--- config.mk ---
export PLATFORM = sky130hd
export DESIGN_NAME = eeprom_bus_target
export DESIGN_NICKNAME = d
export VERILOG_FILES = /design/src/rtl/ebt_pkg.sv /design/src/rtl/ebt_bus_sync.sv /design/src/rtl/ebt_addr_ptr.sv /design/src/rtl/eeprom_bus_target.sv
export SDC_FILE = /design/constraint.sdc
export NUM_CORES = 1
export LEC_CHECK = 0
export BUFFER_PORTS_ARGS = -buffer_cell sky130_fd_sc_hd__buf_2
export CORE_UTILIZATION = 30
export CTS_CLUSTER_SIZE = 40
export DETAILED_ROUTE_END_ITERATION = 8
export PLACE_DENSITY = 0.53
export SLEW_MARGIN = 20
export SYNTH_ARGS = -nofsm -noshare
export SYNTH_HDL_FRONTEND = slang
export SYNTH_SLANG_ARGS = --single-unit
--- constraint.sdc ---
create_clock -name clk -period 2 [get_ports clk]
set_clock_uncertainty 0.05 [all_clocks]
set_input_delay 0.3 -clock clk [delete_from_list [all_inputs] [get_ports clk]]
set_output_delay 0.3 -clock clk [all_outputs]
set_load 0.01 [all_outputs]
--- src/rtl/ebt_pkg.sv ---
package ebt_pkg;
    typedef enum logic [2:0] {
        S_IDLE,
        S_RX,
        S_RACK,
        S_TX,
        S_TACK,
        S_WAIT
    } ebt_state_e;

    typedef enum logic [1:0] {
        K_CTRL,
        K_WADDR,
        K_WDATA
    } ebt_kind_e;

    localparam logic [3:0] DEV_CODE = 4'b1010;
    localparam int         BYTE_W   = 8;
endpackage

--- src/rtl/ebt_bus_sync.sv ---
module ebt_bus_sync #(
    parameter int STAGES = 2
) (
    input  logic clk,
    input  logic rst_n,
    input  logic scl_i,
    input  logic sda_i,
    output logic scl_lvl_o,
    output logic sda_lvl_o,
    output logic scl_rise_o,
    output logic scl_fall_o,
    output logic start_o,
    output logic stop_o
);
    logic [STAGES-1:0] scl_pipe_q, scl_pipe_d;
    logic [STAGES-1:0] sda_pipe_q, sda_pipe_d;
    logic              scl_prev_q, sda_prev_q;

    always_comb begin
        scl_pipe_d = {scl_pipe_q[STAGES-2:0], scl_i};
        sda_pipe_d = {sda_pipe_q[STAGES-2:0], sda_i};
    end

    always_ff @(posedge clk or negedge rst_n) begin
        if (!rst_n) begin
            scl_pipe_q <= '1;
            sda_pipe_q <= '1;
            scl_prev_q <= 1'b1;
            sda_prev_q <= 1'b1;
        end else begin
            scl_pipe_q <= scl_pipe_d;
            sda_pipe_q <= sda_pipe_d;
            scl_prev_q <= scl_pipe_q[STAGES-1];
            sda_prev_q <= sda_pipe_q[STAGES-1];
        end
    end

    assign scl_lvl_o  = scl_pipe_q[STAGES-1];
    assign sda_lvl_o  = sda_pipe_q[STAGES-1];
    assign scl_rise_o = scl_lvl_o & ~scl_prev_q;
    assign scl_fall_o = ~scl_lvl_o & scl_prev_q;
    // data edges only count as events while the clock line stays high
    assign start_o    = scl_lvl_o & scl_prev_q & sda_prev_q & ~sda_lvl_o;
    assign stop_o     = scl_lvl_o & scl_prev_q & ~sda_prev_q & sda_lvl_o;
endmodule

--- src/rtl/ebt_addr_ptr.sv ---
module ebt_addr_ptr #(
    parameter int ADDR_W = 11,
    parameter int PAGE_W = 4
) (
    input  logic              clk,
    input  logic              rst_n,
    input  logic              load_i,
    input  logic [ADDR_W-1:0] load_val_i,
    input  logic              page_inc_i,
    input  logic              lin_inc_i,
    output logic [ADDR_W-1:0] ptr_o
);
    logic [ADDR_W-1:0] ptr_q, ptr_d;
    logic [PAGE_W-1:0] low_next;

    always_comb begin
        low_next = ptr_q[PAGE_W-1:0] + 1'b1;
        ptr_d    = ptr_q;
        if (load_i) begin
            ptr_d = load_val_i;
        end else if (page_inc_i) begin
            ptr_d = {ptr_q[ADDR_W-1:PAGE_W], low_next};
        end else if (lin_inc_i) begin
            ptr_d = ptr_q + 1'b1;
        end
    end

    always_ff @(posedge clk or negedge rst_n) begin
        if (!rst_n) ptr_q <= '0;
        else        ptr_q <= ptr_d;
    end

    assign ptr_o = ptr_q;
endmodule

--- src/rtl/eeprom_bus_target.sv ---
module eeprom_bus_target
    import ebt_pkg::*;
#(
    parameter int ADDR_W      = 11,
    parameter int PAGE_W      = 4,
    parameter int SYNC_STAGES = 2
) (
    input  logic              clk,
    input  logic              rst_n,
    input  logic              scl_i,
    input  logic              sda_i,
    output logic              sda_oe_o,
    input  logic              wp_i,
    input  logic              busy_i,
    output logic              push_valid_o,
    output logic [ADDR_W-1:0] push_addr_o,
    output logic [7:0]        push_data_o,
    output logic              commit_o,
    output logic              rd_en_o,
    output logic [ADDR_W-1:0] rd_addr_o,
    input  logic [7:0]        rd_data_i
);
    localparam int BLK_W = ADDR_W - BYTE_W;

    typedef struct packed {
        ebt_state_e        st;
        ebt_kind_e         kind;
        logic [3:0]        cnt;
        logic [7:0]        sh;
        logic              oe;
        logic              rnw;
        logic [BLK_W-1:0]  blk;
        logic              seen;
        logic              mack;
        logic              push;
        logic [ADDR_W-1:0] paddr;
        logic [7:0]        pdata;
        logic              commit;
        logic              rd;
        logic [ADDR_W-1:0] raddr;
        logic              cap;
    } ebt_regs_t;

    ebt_regs_t r_q, r_d;

    logic scl_lvl, sda_lvl, scl_rise, scl_fall, start_det, stop_det;
    logic              ptr_load, ptr_pinc, ptr_linc;
    logic [ADDR_W-1:0] ptr_ld_val, ptr;

    ebt_bus_sync #(.STAGES(SYNC_STAGES)) u_sync (
        .clk(clk), .rst_n(rst_n), .scl_i(scl_i), .sda_i(sda_i),
        .scl_lvl_o(scl_lvl), .sda_lvl_o(sda_lvl),
        .scl_rise_o(scl_rise), .scl_fall_o(scl_fall),
        .start_o(start_det), .stop_o(stop_det)
    );

    ebt_addr_ptr #(.ADDR_W(ADDR_W), .PAGE_W(PAGE_W)) u_ptr (
        .clk(clk), .rst_n(rst_n), .load_i(ptr_load), .load_val_i(ptr_ld_val),
        .page_inc_i(ptr_pinc), .lin_inc_i(ptr_linc), .ptr_o(ptr)
    );

    always_comb begin
        r_d        = r_q;
        ptr_load   = 1'b0;
        ptr_ld_val = '0;
        ptr_pinc   = 1'b0;
        ptr_linc   = 1'b0;
        r_d.push   = 1'b0;
        r_d.commit = 1'b0;
        r_d.rd     = 1'b0;
        r_d.cap    = r_q.rd;
        if (r_q.cap) r_d.sh = rd_data_i;

        if (start_det) begin
            r_d.st   = S_RX;
            r_d.kind = K_CTRL;
            r_d.cnt  = '0;
            r_d.oe   = 1'b0;
            r_d.seen = 1'b0;
        end else if (stop_det) begin
            r_d.st     = S_IDLE;
            r_d.oe     = 1'b0;
            r_d.commit = r_q.seen;
            r_d.seen   = 1'b0;
        end else begin
            case (r_q.st)
                S_RX: begin
                    if (scl_rise && r_q.cnt < 4'd8) begin
                        r_d.sh  = {r_q.sh[6:0], sda_lvl};
                        r_d.cnt = r_q.cnt + 1'b1;
                    end else if (scl_fall && r_q.cnt == 4'd8) begin
                        r_d.st = S_RACK;
                        r_d.oe = 1'b1;
                        case (r_q.kind)
                            K_CTRL: begin
                                if (r_q.sh[7:4] == DEV_CODE && !busy_i) begin
                                    r_d.rnw = r_q.sh[0];
                                    r_d.blk = r_q.sh[3:1];
                                    if (r_q.sh[0]) begin
                                        r_d.rd    = 1'b1;
                                        r_d.raddr = ptr;
                                        ptr_linc  = 1'b1;
                                    end
                                end else begin
                                    r_d.st = S_WAIT;
                                    r_d.oe = 1'b0;
                                end
                            end
                            K_WADDR: begin
                                ptr_load   = 1'b1;
                                ptr_ld_val = {r_q.blk, r_q.sh};
                            end
                            default: begin
                                if (!wp_i) begin
                                    r_d.push  = 1'b1;
                                    r_d.paddr = ptr;
                                    r_d.pdata = r_q.sh;
                                    r_d.seen  = 1'b1;
                                end
                                ptr_pinc = 1'b1;
                            end
                        endcase
                    end
                end
                S_RACK: begin
                    if (scl_fall) begin
                        r_d.cnt = '0;
                        if (r_q.kind == K_CTRL && r_q.rnw) begin
                            r_d.st = S_TX;
                            r_d.oe = ~r_q.sh[7];
                        end else begin
                            r_d.st   = S_RX;
                            r_d.oe   = 1'b0;
                            r_d.kind = (r_q.kind == K_CTRL) ? K_WADDR : K_WDATA;
                        end
                    end
                end
                S_TX: begin
                    if (scl_rise) begin
                        r_d.cnt = r_q.cnt + 1'b1;
                    end else if (scl_fall) begin
                        if (r_q.cnt == 4'd8) begin
                            r_d.oe  = 1'b0;
                            r_d.st  = S_TACK;
                            r_d.cnt = '0;
                        end else begin
                            r_d.sh = {r_q.sh[6:0], 1'b0};
                            r_d.oe = ~r_q.sh[6];
                        end
                    end
                end
                S_TACK: begin
                    if (scl_rise) begin
                        r_d.mack = ~sda_lvl;
                        if (!sda_lvl) begin
                            r_d.rd    = 1'b1;
                            r_d.raddr = ptr;
                            ptr_linc  = 1'b1;
                        end
                    end else if (scl_fall) begin
                        if (r_q.mack) begin
                            r_d.st = S_TX;
                            r_d.oe = ~r_q.sh[7];
                        end else begin
                            r_d.st = S_WAIT;
                        end
                    end
                end
                default: ;
            endcase
        end
    end

    always_ff @(posedge clk or negedge rst_n) begin
        if (!rst_n) begin
            r_q      <= '0;
            r_q.st   <= S_IDLE;
            r_q.kind <= K_CTRL;
        end else begin
            r_q <= r_d;
        end
    end

    assign sda_oe_o     = r_q.oe;
    assign push_valid_o = r_q.push;
    assign push_addr_o  = r_q.paddr;
    assign push_data_o  = r_q.pdata;
    assign commit_o     = r_q.commit;
    assign rd_en_o      = r_q.rd;
    assign rd_addr_o    = r_q.raddr;
endmodule

==> out/metrics.sh <==
GRT_USAGE=0.162
POSTSYNTH.TOPFLOPCELL='sky130_fd_sc_hd__dfrtp_1'
SYNTH.YOSYS.SEQ_AREA_SHARE=0.451
DRIVE_GT1_FRAC=0.520
PLACE.PORT_BUFFERS=47
SYNTH-EDFF-COUNT=0
POST_LAYOUT_WORST_SETUP_MARGIN_NS=-0.175
CLOCK_INSERTION_DELAY_WORST_SKEW_NS=0.34
POWER_LEAKAGE_nW=2.78
TNS_NS=-4.47
CRITICAL_PATH_PEAK_FANOUT=7
NETLIST.AREA_LEADER.SHARE=0.413
CRIT_PATH_MAX_INCR_DELAY_NS=0.58
DIE_H_UM=120
SYNTHESIZED_INSTANCE_COUNT=381
WORST_SETUP_PATH_CATEGORY='flip-flop to flip-flop'
FINAL_ANTENNA_NET_COUNT=0
SYN_AREA_UM2=4180
FINALSETUPVIOLATIONS=49
MAX_SLEW_VIOLATION_COUNT=0
CTS_TREE='done'
LEADING_POST_SYNTHESIS_CELLS_BY_CELL_AREA='sky130_fd_sc_hd__dfrtp_1 (41%), sky130_fd_sc_hd__mux2_2 (8.9%), sky130_fd_sc_hd__buf_4 (5.9%), sky130_fd_sc_hd__nand2_1 (4.3%), sky130_fd_sc_hd__dfstp_2 (3.8%)'
TIMING.MAX_CAP.VIOLATIONS=0
GRT_PASS1_WL_UM=17900
HOLD_PATH.CLASS='input port to flip-flop'
FIN_WORST_HOLD_SLACK_NS=0.0131
REG2REG_SETUP_SLACK_NS=-0.18
DRT_FIRST_ITER_VIOLATIONS=200
POST_SYNTH_NUM_CELL_TYPES=82
NUM_IO_PINS=48
FINAL_NON_FILLER_CELLS=664
ROUTABILITYCONGESTION=0.887
LAYOUT_WORST_PATH_CYCLE_SHARE=1.09
START_KIND='flip-flop'
AREA_OF_THE_DIE_UM2=14400
ROOT_BUFFER='sky130_fd_sc_hd__clkbuf_16'
SYN_AREA_PER_CELL_UM2=11.0
RUN_STATUS='finished with violations'
MAPPEDNETLISTNETS=401
FILLER_CELL_COUNT=1281
FAILED_CHECKS='setup timing'
DRC_ERRORS=0
WORSTREG2REGEND='u_ptr.ptr_o[7]'
KIND_OF_END_POINT_OF_THE_CRITICAL_PATH='flip-flop'
WORSTREGTOREGCELLS=8
CTS_MAX_PATH_BUFFERS=2
DIE_X_UM=120
UNREPAIRED_SETUP_ENDPOINTS_AFTER_GLOBAL_ROUTING='yes'
CRITICAL_PATH_ARRIVAL_NS=2.35
GRT_PASS1_VIAS=3354
SYNTH.FF_LATCH_COUNT=75
SYNTH-WARNING-COUNT=0
WORST-SLEW-PIN-TRANSITION_NS=0.484
DETAIL_ROUTE.FIRST_PASS.ITERATIONS=4
CTS_BUFFERS=9
NUMCLOCKSINKS=75
HOLDPATHEND='u_sync.sda_pipe_q[0]'
STANDARD_CELL_CORE_AREA_UM2=13400
SITE_ROW_COUNT=42
HOLD_DEPTH=1
TOTAL_PLACED_CELLS_INCLUDING_TAP_CELLS=630
ACHIEVABLE-FREQUENCY_MHz=460
CRIT-REG2REG-LAUNCH='u_sync.scl_pipe_q[1]'
FINAL_UTIL=0.430
POWER-PER-CELL-AREA_nW_PER_UM2=996
NUM-NETS-FINAL=503
CLK_SLEW_ON_WORST_S_H_PATHS_NS=0.06
POST_DRT_VIA_CELL_RATIO=4.99
NUMBER_OF_HOLD_VIOLATIONS_IN_THE_FINAL_REPORT=0
DRT-TOTAL-WL_UM=11200
YOSYSMOSTFREQUENTCELL='sky130_fd_sc_hd__dfrtp_1'
CRIT_BUF_INV=2
HOLD_PATH_STARTPOINT='sda_i'
SYNTHDOMINANTAREACELLTYPE='sky130_fd_sc_hd__dfrtp_1'
GRT_ANTENNA_BEFORE_REPAIR=0
ASYNCSETRESETFLOPFRACSYNTH=1.00
WL_PER_CELL_UM=16.9
DIODES=0
SYN2LAYOUT_AREA_GROWTH_PCT=37.9
DETAILED_PLACE_HPWL_UM=7830
WORST_PATH_CELL_CHAIN='inv_2 -> ha_4 -> and4b_4 -> and4_4 -> buf_6 -> a211oi_4 -> nor2_2 -> a22o_1'
SYNTH.CELLS.MOST_FREQUENT='sky130_fd_sc_hd__dfrtp_1 (69), sky130_fd_sc_hd__nand2_1 (48), sky130_fd_sc_hd__buf_4 (33), sky130_fd_sc_hd__mux2_2 (33), sky130_fd_sc_hd__inv_1 (16)'
ROUTED-VIA-COUNT=3315
CTSHTREEMAXLEVEL=3
INITIAL_CORE_UTIL=0.312
CRITICAL-PATH-SLOWEST-CELL='sky130_fd_sc_hd__dfstp_2'
MAX-SLEW-MARGIN-REL=0.678
PEAKVDDDROP_mV=0.479
GRT-OVFL-TOTAL=0
WORST_PATH_REQUIRED_TIME_NS=2.18
CPLARGESTDELAYFAMILY='flip-flops'
GRT_START_MAX_NET_PINS=42
FINALWORSTPATHREQUIREDPERIOD_NS=2.18
-- worst max path at each step --
stage                               startpoint         endpoint  slack [ns]  depth (start not counted)
after floorplan           u_sync.scl_pipe_q[1]   u_ptr.ptr_o[2]       -0.12                          8
after global placement    u_sync.scl_pipe_q[1]  u_ptr.ptr_o[10]       -0.20                          7
after detailed placement  u_sync.scl_pipe_q[1]   u_ptr.ptr_o[7]       -0.27                          7
after CTS                    u_sync.scl_prev_q   u_ptr.ptr_o[4]       -0.16                          7
after global routing         u_sync.scl_prev_q   u_ptr.ptr_o[7]       -0.22                          8
final                     u_sync.scl_pipe_q[1]   u_ptr.ptr_o[7]       -0.18                          8
-- metal layers --
metal,vias up,routed length (µm),track usage,part of all wire
li1,1580,-,-,-
met1,1639,5380,0.223,0.48
met2,82,5210,0.252,0.47
met3,14,471,0.0333,0.042
met4,0,141,0.0516,0.013
met5,-,0,0,0
-- state kept, by name, indices dropped and copies added (netlist names) --
name and flops:
r_q 24, push_addr_o 11, rd_addr_o 11, u_ptr.ptr_o 11, push_data_o 8, u_sync.scl_pipe_q 2
u_sync.sda_pipe_q 2, commit_o 1, push_valid_o 1, rd_en_o 1, sda_oe_o 1, u_sync.scl_prev_q 1
u_sync.sda_prev_q 1
-- area by class of cell --
| cell class | count | area [µm²] | share of cell area |
|---|---|---|---|
| Clock buffer | 13 | 280 | 0.0486 |
| Multi-Input combinational cell | 243 | 2210 | 0.384 |
| Tap cell | 176 | 220 | 0.0382 |
| Timing Repair Buffer | 136 | 1030 | 0.179 |
| Clock inverter | 3 | 67.6 | 0.0117 |
| Sequential cell | 75 | 1890 | 0.327 |
| Inverter | 18 | 67.6 | 0.0117 |
-- logic make-up after synthesis --
family | after synthesis | share of synthesized area
compound gates | 86 | 0.173
fa+ha+maj | 6 | 0.0180
flops | 75 | 0.451
mux | 37 | 0.0985
simple gates | 113 | 0.162
buf+inv | 64 | 0.0979
-- power by group --
group | internal, mW | total [mW] | switching, mW
sequential | 1.71 | 1.92 | 0.208
clock | 1.23 | 1.87 | 0.638
combinational | 0.928 | 1.96 | 1.03
-- layout by cell type (no fill, tap or decap), types with 5 or more instances in the layout --
master	count
sky130_fd_sc_hd__dfrtp_1	67
sky130_fd_sc_hd__mux2_2	10
sky130_fd_sc_hd__buf_2	46
sky130_fd_sc_hd__nor2_1	6
sky130_fd_sc_hd__buf_4	66
sky130_fd_sc_hd__o21ai_0	7
sky130_fd_sc_hd__dfstp_2	6
sky130_fd_sc_hd__a21oi_1	6
sky130_fd_sc_hd__clkbuf_16	9
sky130_fd_sc_hd__buf_6	18
sky130_fd_sc_hd__inv_1	14
sky130_fd_sc_hd__a22o_1	5
sky130_fd_sc_hd__mux2_4	23
sky130_fd_sc_hd__nand2_2	7
sky130_fd_sc_hd__nand2_1	39
sky130_fd_sc_hd__a211o_1	6
sky130_fd_sc_hd__nand3_1	6
-- per-stage QoR --
step,instance area (µm²),power (mW),setup slack (ns)
floorplan,4250,2.89,-0.115
global placement,4940,3.64,-0.198
detailed placement,4940,3.65,-0.269
CTS,5550,5.67,-0.159
global route,5760,6.03,-0.224
finish,5760,5.74,-0.175
-- what timing repair did --
item | in CTS | in global routing
endpoints found under the setup margin | 57 | 62
hold buffers | 2 | 0
gates resized for setup | 41 | 41
gates cloned | 1 | 0
pin swaps | 17 | 14
setup buffers | 8 | 7
endpoints found under the hold margin | 29 | 0
Power figures use the tool's default switching activity.
